**src/rtl/srx_pkg.sv**
```systemverilog
package srx_pkg;
  localparam int unsigned SRX_DEF_SHIFT_W = 32;

  // Map a written length to the one actually used: 0 or too big means full width.
  function automatic int unsigned srx_clamp_len(int unsigned v, int unsigned w);
    return ((v == 0) || (v > w)) ? w : v;
  endfunction
endpackage

```
**src/rtl/srx_edge_sync.sv**
```systemverilog
module srx_edge_sync (
  input  logic clk,
  input  logic rst,
  input  logic sclk_in,
  input  logic sdata_in,
  output logic rise_o,
  output logic bit_o
);
  logic [2:0] sclk_q;
  logic [1:0] data_q;

  always_ff @(posedge clk) begin
    if (rst) begin
      sclk_q <= '0;
      data_q <= '0;
    end else begin
      sclk_q <= {sclk_q[1:0], sclk_in};
      data_q <= {data_q[0], sdata_in};
    end
  end

  // The data bit travels through the same two stages as the clock, so they stay aligned.
  assign rise_o = sclk_q[1] & ~sclk_q[2];
  assign bit_o  = data_q[1];

  AST_SINGLE_PULSE: assert property (@(posedge clk) disable iff (rst)
    rise_o |=> !rise_o);
endmodule

```
**src/rtl/srx_shifter.sv**
```systemverilog
module srx_shifter #(
  parameter int unsigned SHIFT_W = 32
) (
  input  logic               clk,
  input  logic               rst,
  input  logic               shift_en,
  input  logic               din,
  output logic [SHIFT_W-1:0] sh_q,
  output logic [SHIFT_W-1:0] sh_nxt
);
  // Newest bit enters at the top; older bits move toward bit 0.
  assign sh_nxt = {din, sh_q[SHIFT_W-1:1]};

  always_ff @(posedge clk) begin
    if (rst)           sh_q <= '0;
    else if (shift_en) sh_q <= sh_nxt;
  end

  AST_SHIFT_ONLY_ON_EDGE: assert property (@(posedge clk) disable iff (rst)
    !shift_en |=> $stable(sh_q));
endmodule

```
**src/rtl/srx_frame_ctl.sv**
```systemverilog
module srx_frame_ctl
  import srx_pkg::*;
#(
  parameter int unsigned SHIFT_W = 32,
  parameter int unsigned LEN_W   = $clog2(SHIFT_W + 1)
) (
  input  logic               clk,
  input  logic               rst,
  input  logic               shift_en,
  input  logic [SHIFT_W-1:0] sh_nxt,
  input  logic               len_we,
  input  logic [LEN_W-1:0]   len_wdata,
  input  logic               rd_ack,
  output logic [SHIFT_W-1:0] word_q,
  output logic               rdy_q
);
  localparam int unsigned CNT_W = $clog2(SHIFT_W);

  logic [LEN_W-1:0] len_q;
  logic [LEN_W-1:0] len_eff;
  logic [CNT_W-1:0] cnt_q;
  logic [LEN_W-1:0] cnt_inc;
  logic             cap;

  always_comb begin
    len_eff = LEN_W'(srx_clamp_len(int'(len_q), SHIFT_W));
    cnt_inc = LEN_W'(cnt_q) + LEN_W'(1);
    // ">=" lets a length lowered below the running count fire on the next shift.
    cap     = shift_en && (cnt_inc >= len_eff);
  end

  always_ff @(posedge clk) begin
    if (rst) begin
      len_q <= LEN_W'(SHIFT_W);
    end else if (len_we) begin
      len_q <= len_wdata;
    end
  end

  always_ff @(posedge clk) begin
    if (rst) begin
      cnt_q <= '0;
    end else if (cap) begin
      cnt_q <= '0;
    end else if (shift_en) begin
      cnt_q <= CNT_W'(cnt_inc);
    end
  end

  always_ff @(posedge clk) begin
    if (rst) begin
      word_q <= '0;
      rdy_q  <= 1'b0;
    end else begin
      if (cap) word_q <= sh_nxt;
      if (cap)         rdy_q <= 1'b1;
      else if (rd_ack) rdy_q <= 1'b0;
    end
  end

  AST_LEN_WR_KEEPS_CNT: assert property (@(posedge clk) disable iff (rst)
    (len_we && !shift_en) |=> $stable(cnt_q));
  AST_WORD_HELD: assert property (@(posedge clk) disable iff (rst)
    !cap |=> $stable(word_q));
  AST_ACK_CLEARS: assert property (@(posedge clk) disable iff (rst)
    (rd_ack && !cap) |=> !rdy_q);
  AST_RDY_NEEDS_SHIFT: assert property (@(posedge clk) disable iff (rst)
    $rose(rdy_q) |-> $past(shift_en));
endmodule

```
**src/rtl/srx_live_len_rx.sv**
```systemverilog
module srx_live_len_rx
  import srx_pkg::*;
#(
  parameter int unsigned SHIFT_W = SRX_DEF_SHIFT_W,
  parameter int unsigned LEN_W   = $clog2(SHIFT_W + 1)
) (
  input  logic               clk,
  input  logic               rst,
  input  logic               rx_en,
  input  logic               rx_sclk,
  input  logic               rx_sdata,
  input  logic               len_we,
  input  logic [LEN_W-1:0]   len_wdata,
  input  logic               rd_ack,
  output logic [SHIFT_W-1:0] rx_word,
  output logic               rx_ready
);
  logic               rise;
  logic               sbit;
  logic               shift_en;
  logic [SHIFT_W-1:0] sh_q;
  logic [SHIFT_W-1:0] sh_nxt;

  srx_edge_sync sync_i (
    .clk      (clk),
    .rst      (rst),
    .sclk_in  (rx_sclk),
    .sdata_in (rx_sdata),
    .rise_o   (rise),
    .bit_o    (sbit)
  );

  assign shift_en = rise & rx_en;

  srx_shifter #(.SHIFT_W(SHIFT_W)) shreg_i (
    .clk      (clk),
    .rst      (rst),
    .shift_en (shift_en),
    .din      (sbit),
    .sh_q     (sh_q),
    .sh_nxt   (sh_nxt)
  );

  srx_frame_ctl #(.SHIFT_W(SHIFT_W), .LEN_W(LEN_W)) ctl_i (
    .clk       (clk),
    .rst       (rst),
    .shift_en  (shift_en),
    .sh_nxt    (sh_nxt),
    .len_we    (len_we),
    .len_wdata (len_wdata),
    .rd_ack    (rd_ack),
    .word_q    (rx_word),
    .rdy_q     (rx_ready)
  );

  AST_DISABLED_HOLDS_WORD: assert property (@(posedge clk) disable iff (rst)
    !rx_en |=> $stable(rx_word));
  AST_DISABLED_NO_READY: assert property (@(posedge clk) disable iff (rst)
    !rx_en |=> !$rose(rx_ready));
endmodule

```
**config.mk**
```make
export PLATFORM = sky130hd
export DESIGN_NAME = srx_live_len_rx
export DESIGN_NICKNAME = d
export VERILOG_FILES = /design/src/rtl/srx_pkg.sv /design/src/rtl/srx_edge_sync.sv /design/src/rtl/srx_shifter.sv /design/src/rtl/srx_frame_ctl.sv /design/src/rtl/srx_live_len_rx.sv
export SDC_FILE = /design/constraint.sdc
export NUM_CORES = 1
export LEC_CHECK = 0
export BUFFER_PORTS_ARGS = -buffer_cell sky130_fd_sc_hd__buf_2
export CORE_MARGIN = 8
export CORE_UTILIZATION = 50
export DETAILED_ROUTE_END_ITERATION = 12
export PLACE_DENSITY = 0.74
export SYNTH_ARGS = -nofsm -noshare
export SYNTH_HDL_FRONTEND = slang
export SYNTH_SLANG_ARGS = --single-unit
```
**constraint.sdc**
```tcl
create_clock -name clk -period 1.97 [get_ports clk]
set_input_delay 0.197 -clock clk [delete_from_list [all_inputs] [get_ports clk]]
set_output_delay 0.197 -clock clk [all_outputs]
set_load 0.05 [all_outputs]
```
# After elaboration in Yosys (flattened, before gate mapping)

Index checks and enable logic that the tools add are counted.

Register bits after elaboration: 81
Input bits: 13
Output and inout bits: 33
Logic and storage cells: 21

$add $sub $neg: 1
$lt $le $gt $ge: 2
Mux-type cells: 3
Bitwise operators: 3
Reduce and logical (&&, ||, !) cells: 5

Operators by type and width:

| operator                                                      | count |
|---|---|
| 5-bit by 1-bit adder with 6-bit output, second input constant | 1 |
| 6-bit greater-or-equal comparator                             | 1 |
| 6-bit greater-than comparator, second input constant          | 1 |
| 6-bit logical NOT                                             | 1 |
| 6-bit 2-to-1 mux                                              | 1 |
| 1-bit bitwise AND                                             | 2 |
| 1-bit 2-to-1 mux                                              | 2 |
| 2-bit nonzero test                                            | 1 |
| 2-bit OR reduction                                            | 1 |
| 1-bit logical AND                                             | 1 |
| 1-bit logical OR                                              | 1 |
| 1-bit NOT                                                     | 1 |

# Depth between registers and ports, before layout

Gate-level depths: netlist of the first run.

Depth after elaboration: 6
Depth in mapped cells: 10
Mapped depth without buffers: 8

# By module

From an unflattened synthesis of the first run, not the netlist that was laid out.

Cells, all modules: 360
Area total of the unflattened synthesis: 3732.3 um^2

By module, submodules not included:

| module          | instances | cells each | area an instance (um^2) | seq. area each (um^2) |
|---|---|---|---|---|
| srx_frame_ctl   | 1         | 213        | 2184.6                  | 880.8 |
| srx_shifter     | 1         | 135        | 1403.8                  | 640.6 |
| srx_edge_sync   | 1         | 11         | 137.6                   | 100.1 |
| srx_live_len_rx | 1         | 1          | 6.3                     | 0.0 |

# Worst setup path before layout of the first run

No wires, ideal clock.

Kind: register to register
From: register ctl_i.cnt_q[0]
To: register ctl_i.word_q[0]
Library setup time: 0.072 ns
Arrival time: 1.953 ns
Required time: 1.898 ns
Slack: -0.054 ns
Stages on the path, launching flop included: 11
Path buffers: 2
Period minus slack after synthesis: 2.024 ns
Path through: dfxtp_1 > ha_1 > nand3_1 > xnor2_1 > ha_1 > nand2_1 > o21ai_0 > o21a_1 > buf_6 > buf_12 > mux2i_1

Cells in the longest elaborated chain, start to end: 3

RTL lines:

| what                                   | RTL line            | source |
|---|---|---|
| start: declaration                     | srx_frame_ctl.sv:21 | `logic [CNT_W-1:0] cnt_q;` |
| start signal: assignment               | srx_frame_ctl.sv:46 | `cnt_q <= CNT_W'(cnt_inc);` |
| 5-bit by 1-bit adder with 6-bit output | srx_frame_ctl.sv:27 | `cnt_inc = LEN_W'(cnt_q) + LEN_W'(1);` |
| named net ctl_i.cnt_inc[4]             | srx_frame_ctl.sv:22 | `logic [LEN_W-1:0] cnt_inc;` |
| 6-bit greater-or-equal comparator      | srx_frame_ctl.sv:29 | `cap = shift_en && (cnt_inc >= len_eff);` |
| 1-bit logical AND                      | srx_frame_ctl.sv:29 |  |
| end signal: assignment                 | srx_frame_ctl.sv:55 | `if (cap) word_q <= sh_nxt;` |
| end: declaration                       | srx_frame_ctl.sv:14 | `output logic [SHIFT_W-1:0] word_q,` |

The timed path passes the listed nets, and every way through them passes these cells.
A chain may end at the register's enable or synchronous reset.

# Worst setup path in the final report of the first run

From: register ctl_i.cnt_q[0]
To: register ctl_i.word_q[28]

The elaborated chain is that of the path after synthesis.

==> out/results.tsv, run 1 <==
metric	value	unit
Detailed Routing Iterations Pass 1	4	
final setup margin	-12.92	ps
Final nets	429	
H-tree depth	3	
WP data required	2200	ps
top post-synthesis cells by area	dfxtp_1 48%, nand2b_1 13%, mux2i_1 11%	
layout cell share with drive strength beyond 1	23.91	%
final hold violation count	0	
mapped cell area	3352	um^2
pin count of the biggest net entering global routing	82	
Syn Inst Count	360	
Post-synth top cells	80 x dfxtp_1, 69 x nand2b_1, 67 x nand2_1	
Die Ht	97.88	um
Worst slew margin	77.94	%
violated checks	negative setup slack	
critical-path maximum fanout	7	
first-pass GRT wire length	10740	um
Routed WL per cell	12.90	um
count leader, synth	dfxtp_1	
Die Width	97.88	um
leakage	1.497	nW
fin cells	494	
# setup viols final	13	
unrepaired setup endpoints after global routing	yes	
CTS tree	yes	
Crit Path Class	register to register	
Least-Margin Pin Slew	331.0	ps
1st-iter DRT viols	79	
Overflow after GRT	0	
Slew Limit Fails	0	
EDFF count, synth	0	
CORE AREA	6644	um^2
antenna cells	0	
cts hold-fix bufs	0	
Clock Path Buffers	2	
post-synthesis cell type count	24	
Crit. End Element	register	
status	complete, but fails checks	
clk slew on worst S/H paths	80	ps
Area Overhead vs Synth	20.94	%
post-synth top area share	47.78	%
Arr. time, crit path	2210	ps
crit share post-route	100.7	%
HPWL after DPL	3991	um
ys flop type	dfxtp_1	
clock root cell	clkbuf_8	
All-Layer GR Usage	13.72	%
remaining antenna violation count	0	
final wirelength	6372	um
worst skew pair latency	340	ps
CTS Buf Count	9	
flops & latches, synth	80	
Period minus WS final	1983	ps
register area share after synthesis	47.78	%
Residual DRC	0	
syn nets	380	
Synth Warn #	0	
initial antenna violation count	0	
GP Congestion	0.7953	
Async SR Flop Fraction	0	%
vias per cell	4.994	
Initial Util	50.45	%
vias post-DR	2467	
Die ar.	9580	um^2
io pins	46	
FMAX	504.3	MHz
Synth Area per Inst	9.311	um^2
Peak VDD IR	397.9	uV
Min-Delay Path Class	primary input to register	
Worst Skew	9.836	ps
row cnt	30	
IO Port Bufs	45	
cell type with the largest total area after synthesis	dfxtp_1	
clk sinks	80	
Power Density	767.1	nW/um^2
setup TNS	-75.55	ps
vias in the first global route	2354	
MaxCap Viol Count	0	
Fillers	593	
startpoint types	register	
Placed Instances	474	
==> path summary, 6_finish.rpt <==
| path | start | to | slack [ps] | cells past startpoint |
|---|---|---|---|---|
| min | rx_sdata | sync_i.data_q[0]$_SDFF_PP0_ | 70 | 2 |
| max reg2reg | ctl_i.cnt_q[0]$_SDFFE_PP0P_ | ctl_i.word_q[28]$_SDFFE_PP0P_ | -10 | 10 |
| max | ctl_i.cnt_q[0]$_SDFFE_PP0P_ | ctl_i.word_q[28]$_SDFFE_PP0P_ | -10 | 10 |
| min reg2reg | sync_i.data_q[0]$_SDFF_PP0_ | sync_i.data_q[1]$_SDFF_PP0_ | 440 | 1 |
==> sequential cells by signal, indices dropped and copies added, names as in the netlist <==
| register | cells |
|---|---|
| ctl_i.cnt_q | 5 |
| ctl_i.len_q | 6 |
| ctl_i.rdy_q | 1 |
| ctl_i.word_q | 32 |
| shreg_i.sh_q | 31 |
| sync_i.data_q | 2 |
| sync_i.sclk_q | 3 |
==> layout by cell type, fill, tap and decap left out, drive strengths merged, types with 7 or more instances in the layout <==
cell type / Yosys / layout
a21oi: 36 / 36
buf: 6 / 62
clkbuf: 18 / 12
dfxtp: 80 / 80
ha: 7 / 7
mux2i: 38 / 38
nand2: 67 / 67
nand2b: 70 / 70
nor2: 10 / 10
nor2b: 7 / 7
nor3: 7 / 7
==> where the power goes <==
group          total [W]  internal (W)  leakage, nW  switching [W]
Clock            0.00134      0.000755        0.107       0.000581
Sequential       0.00164       0.00163        0.649     0.00000981
Combinational   0.000137     0.0000670        0.741      0.0000697
==> stage by stage <==
stage	cell area [um^2]	power [W]	utilization (%)	worst slack, ps	hold slack [ps]
after floorplan	3356	0.001768	-	9.455	314.9
after global placement	3686	0.001802	55.48	7.905	400.9
after detailed placement	3686	0.001804	55.48	-84.78	407.3
after CTS	4048	0.003136	60.92	-32.91	48.70
after global routing	4054	0.003213	61.02	-143.8	59.31
final	4054	0.003110	61.02	-12.92	66.80
==> per-layer routing <==
metal / wire length, um / global-route usage, %
met5: 0 / 0
met4: 72 / 6.835
met3: 299 / 4.623
met2: 2918 / 21.55
met1: 3082 / 16.33
==> critical path, cell delays in order (launching register included) <==
cell and delay (ps):
dfxtp_2 370, buf_6 110, nand3_4 70, xnor2_2 140, ha_1 320, a21oi_2 150
o21ai_2 90, o21a_4 240, buf_6 130, buf_12 130, mux2i_1 110
==> cell type report <==
class	count	area [um^2]	area share (%)
flip-flops and latches	80	1609	39.69
clock buffers	12	145.1	3.580
clock inverters	4	76.32	1.883
multi-input cells	256	1673	41.27
well taps	80	100.1	2.469
repair buffers	62	450.4	11.11
==> cell families after synthesis <==
kind of cell | count (synthesis) | share of synthesized area, %
AO/OA/AOI/OAI | 40 | 6.271
XOR/XNOR | 7 | 1.829
adder cells (fa/ha/maj) | 7 | 2.613
buffers and inverters | 24 | 4.442
flip-flops | 80 | 47.78
multiplexers | 38 | 11.35
AND/OR/NAND/NOR | 164 | 25.72
==> timing repair <==
action                                  CTS  global route
resized for setup                        19             8
endpoints found under the setup margin   33            37
pin swaps                                11             4
gates cloned                              2             0
buffers inserted                          4             1
No activity file was read; power rests on OpenSTA's default activity.
==> run 2, diff against run 1 <==
- BUFFER_PORTS_ARGS: -buffer_cell sky130_fd_sc_hd__buf_2 -> default
- CTS_CLUSTER_DIAMETER: default -> 30
- DONT_BUFFER_PORTS: default -> 1
- PLACE_DENSITY: 0.74 -> 0.68
==> run 2 against run 1 <==
The run still ends with negative setup slack left. Critical path depth unchanged. Via count shrank 5.3%. Wire length rose by 3.8%. Clock skew decreased by 4.1 ps. Largest cell class unchanged. Largest power group unchanged. Highest routed layer unchanged.
==> out/results.tsv, run 2 (synthesized netlist as in run 1, its figures left out) <==
metric	value	unit
status	complete, but fails checks	
violated checks	negative setup slack	
clk slew on worst S/H paths	80	ps
Die ar.	9580	um^2
Min-Delay Path Class	primary input to register	
CTS tree	yes	
unrepaired setup endpoints after global routing	yes	
worst r2r src	ctl_i.cnt_q[1]$_SDFFE_PP0P_	
final hold violation count	0	
Least-Margin Pin Slew	555.2	ps
Finished Core Util	60.40	%
commonest non-fill, non-tap cell in the layout	dfxtp_1	
clk sinks	80	
Period minus WS final	2046	ps
initial antenna violation count	0	
layout cell share with drive strength beyond 1	14.99	%
Residual DRC	0	
footprint of the multi-input gates	1670	um^2
Worst Skew	5.698	ps
commonest non-fill, non-tap cells in the layout	77 x dfxtp_1, 69 x nand2b_1, 65 x nand2_1, 38 x mux2i_1, 34 x a21oi_1	
worst skew pair latency	350	ps
antenna cells	0	
WP data required	2240	ps
final wirelength	6616	um
Power Density	773.3	nW/um^2
final setup margin	-75.67	ps
Die Width	97.88	um
# setup viols final	27	
Slew Limit Fails	0	
startpoint types	register	
Clock Path Buffers	2	
Reg with most FFs	ctl_i.word_q	
dpl ws	-118.1	ps
1st-iter DRT viols	93	
Overflow after GRT	0	
GP Congestion	0.8041	
max reg flops	32	
vias in the first global route	2255	
Area Overhead vs Synth	19.71	%
Crit. End Element	register	
io pins	46	
Hold Path Origin	rst	
critical-path maximum fanout	9	
CORE AREA	6644	um^2
Fillers	564	
Routed WL per cell	14.17	um
Worst Setup SP	ctl_i.cnt_q[1]$_SDFFE_PP0P_	
first-pass GRT wire length	10780	um
MaxCap Viol Count	0	
Detailed Routing Iterations Pass 1	4	
remaining antenna violation count	0	
Largest regs	ctl_i.word_q x32, shreg_i.sh_q x31, ctl_i.len_q x6	
CTS Buf Count	9	
row cnt	30	
Arr. time, crit path	2310	ps
IO Port Bufs	0	
Reg area	1608	um^2
Hold WS	24.31	ps
Die Ht	97.88	um
H-tree depth	3	
Worst slew margin	62.94	%
Peak VDD IR	462.4	uV
FMAX	488.8	MHz
HPWL after DPL	3875	um
All-Layer GR Usage	13.95	%
crit share post-route	103.8	%
vias per cell	5.004	
leakage	1.348	nW
vias post-DR	2337	
pin count of the biggest net entering global routing	66	
setup TNS	-1574	ps
Initial Util	50.45	%
clock root cell	clkbuf_8	
Crit Path Class	register to register	
Final nets	402	
run 2: changes by cell type in the layout (fill, tap and decap cells not counted), sizes merged:
cell | before | now
clkinv | 0 | 2
dlygate4sd3 | 0 | 14
inv | 1 | 2
clkinvlp | 1 | 0
buf | 62 | 19
run 2: worst paths after layout:
kind / slack (ps) / cells after the start / endpoint
worst max-delay path: -80 / 10 / ctl_i.cnt_q[1]$_SDFFE_PP0P_
worst min-delay path: 20 / 2 / ctl_i.word_q[0]$_SDFFE_PP0P_
worst max register to register: -80 / 10 / ctl_i.cnt_q[1]$_SDFFE_PP0P_
worst min register to register: 440 / 1 / sync_i.data_q[1]$_SDFF_PP0_
run 2: where the power goes:
part	switching, W	leakage [nW]	internal, W
Clock	0.000603	0.111	0.000723
Combinational	0.0000561	0.588	0.0000836
Sequential	0.00000970	0.648	0.00163
Total	0.000669	1.35	0.00243
run 2: layout make-up:
cell class	count	area share, %
multi-input combinational	256	41.63
sequential	80	40.07
timing repair buffer	35	10.35
clock buffer	10	3.181
tap	80	2.495
clock inverter	6	2.276
run 2: routing by layer:
layer,vias up,GRT usage (%),wire (um)
met4,0,8.873,181
li1,1207,-,-
met3,14,5.263,497
met1,1063,16.31,3004
met5,-,0,0
met2,53,21.02,2932
run 2: per-stage QoR:
stage | std cells | instance area, um^2 | power [W]
after floorplan | 360 | 3356 | 0.001768
after global placement | 426 | 3413 | 0.001754
after detailed placement | 426 | 3413 | 0.001757
after CTS | 462 | 3928 | 0.003141
after global routing | 467 | 4013 | 0.003227
final | 467 | 4013 | 0.003103
run 2: worst max-delay path: stages, from the launching register on:
cell     delay (ps)
dfxtp_4         370
buf_4           110
nand3_2         110
xnor2_1         140
ha_1            310
a21oi_2         170
o21ai_2          90
o21a_4          230
buf_12          140
buf_16          140
nor3_2          140
run 2: timing repair:
action | in CTS | in global routing
buffers inserted | 3 | 4
hold endpoints to repair | 48 | 0
pin swaps | 2 | 7
hold buffers | 15 | 0
gates resized for setup | 11 | 5
endpoints found under the setup margin | 37 | 38
cloned | 2 | 2
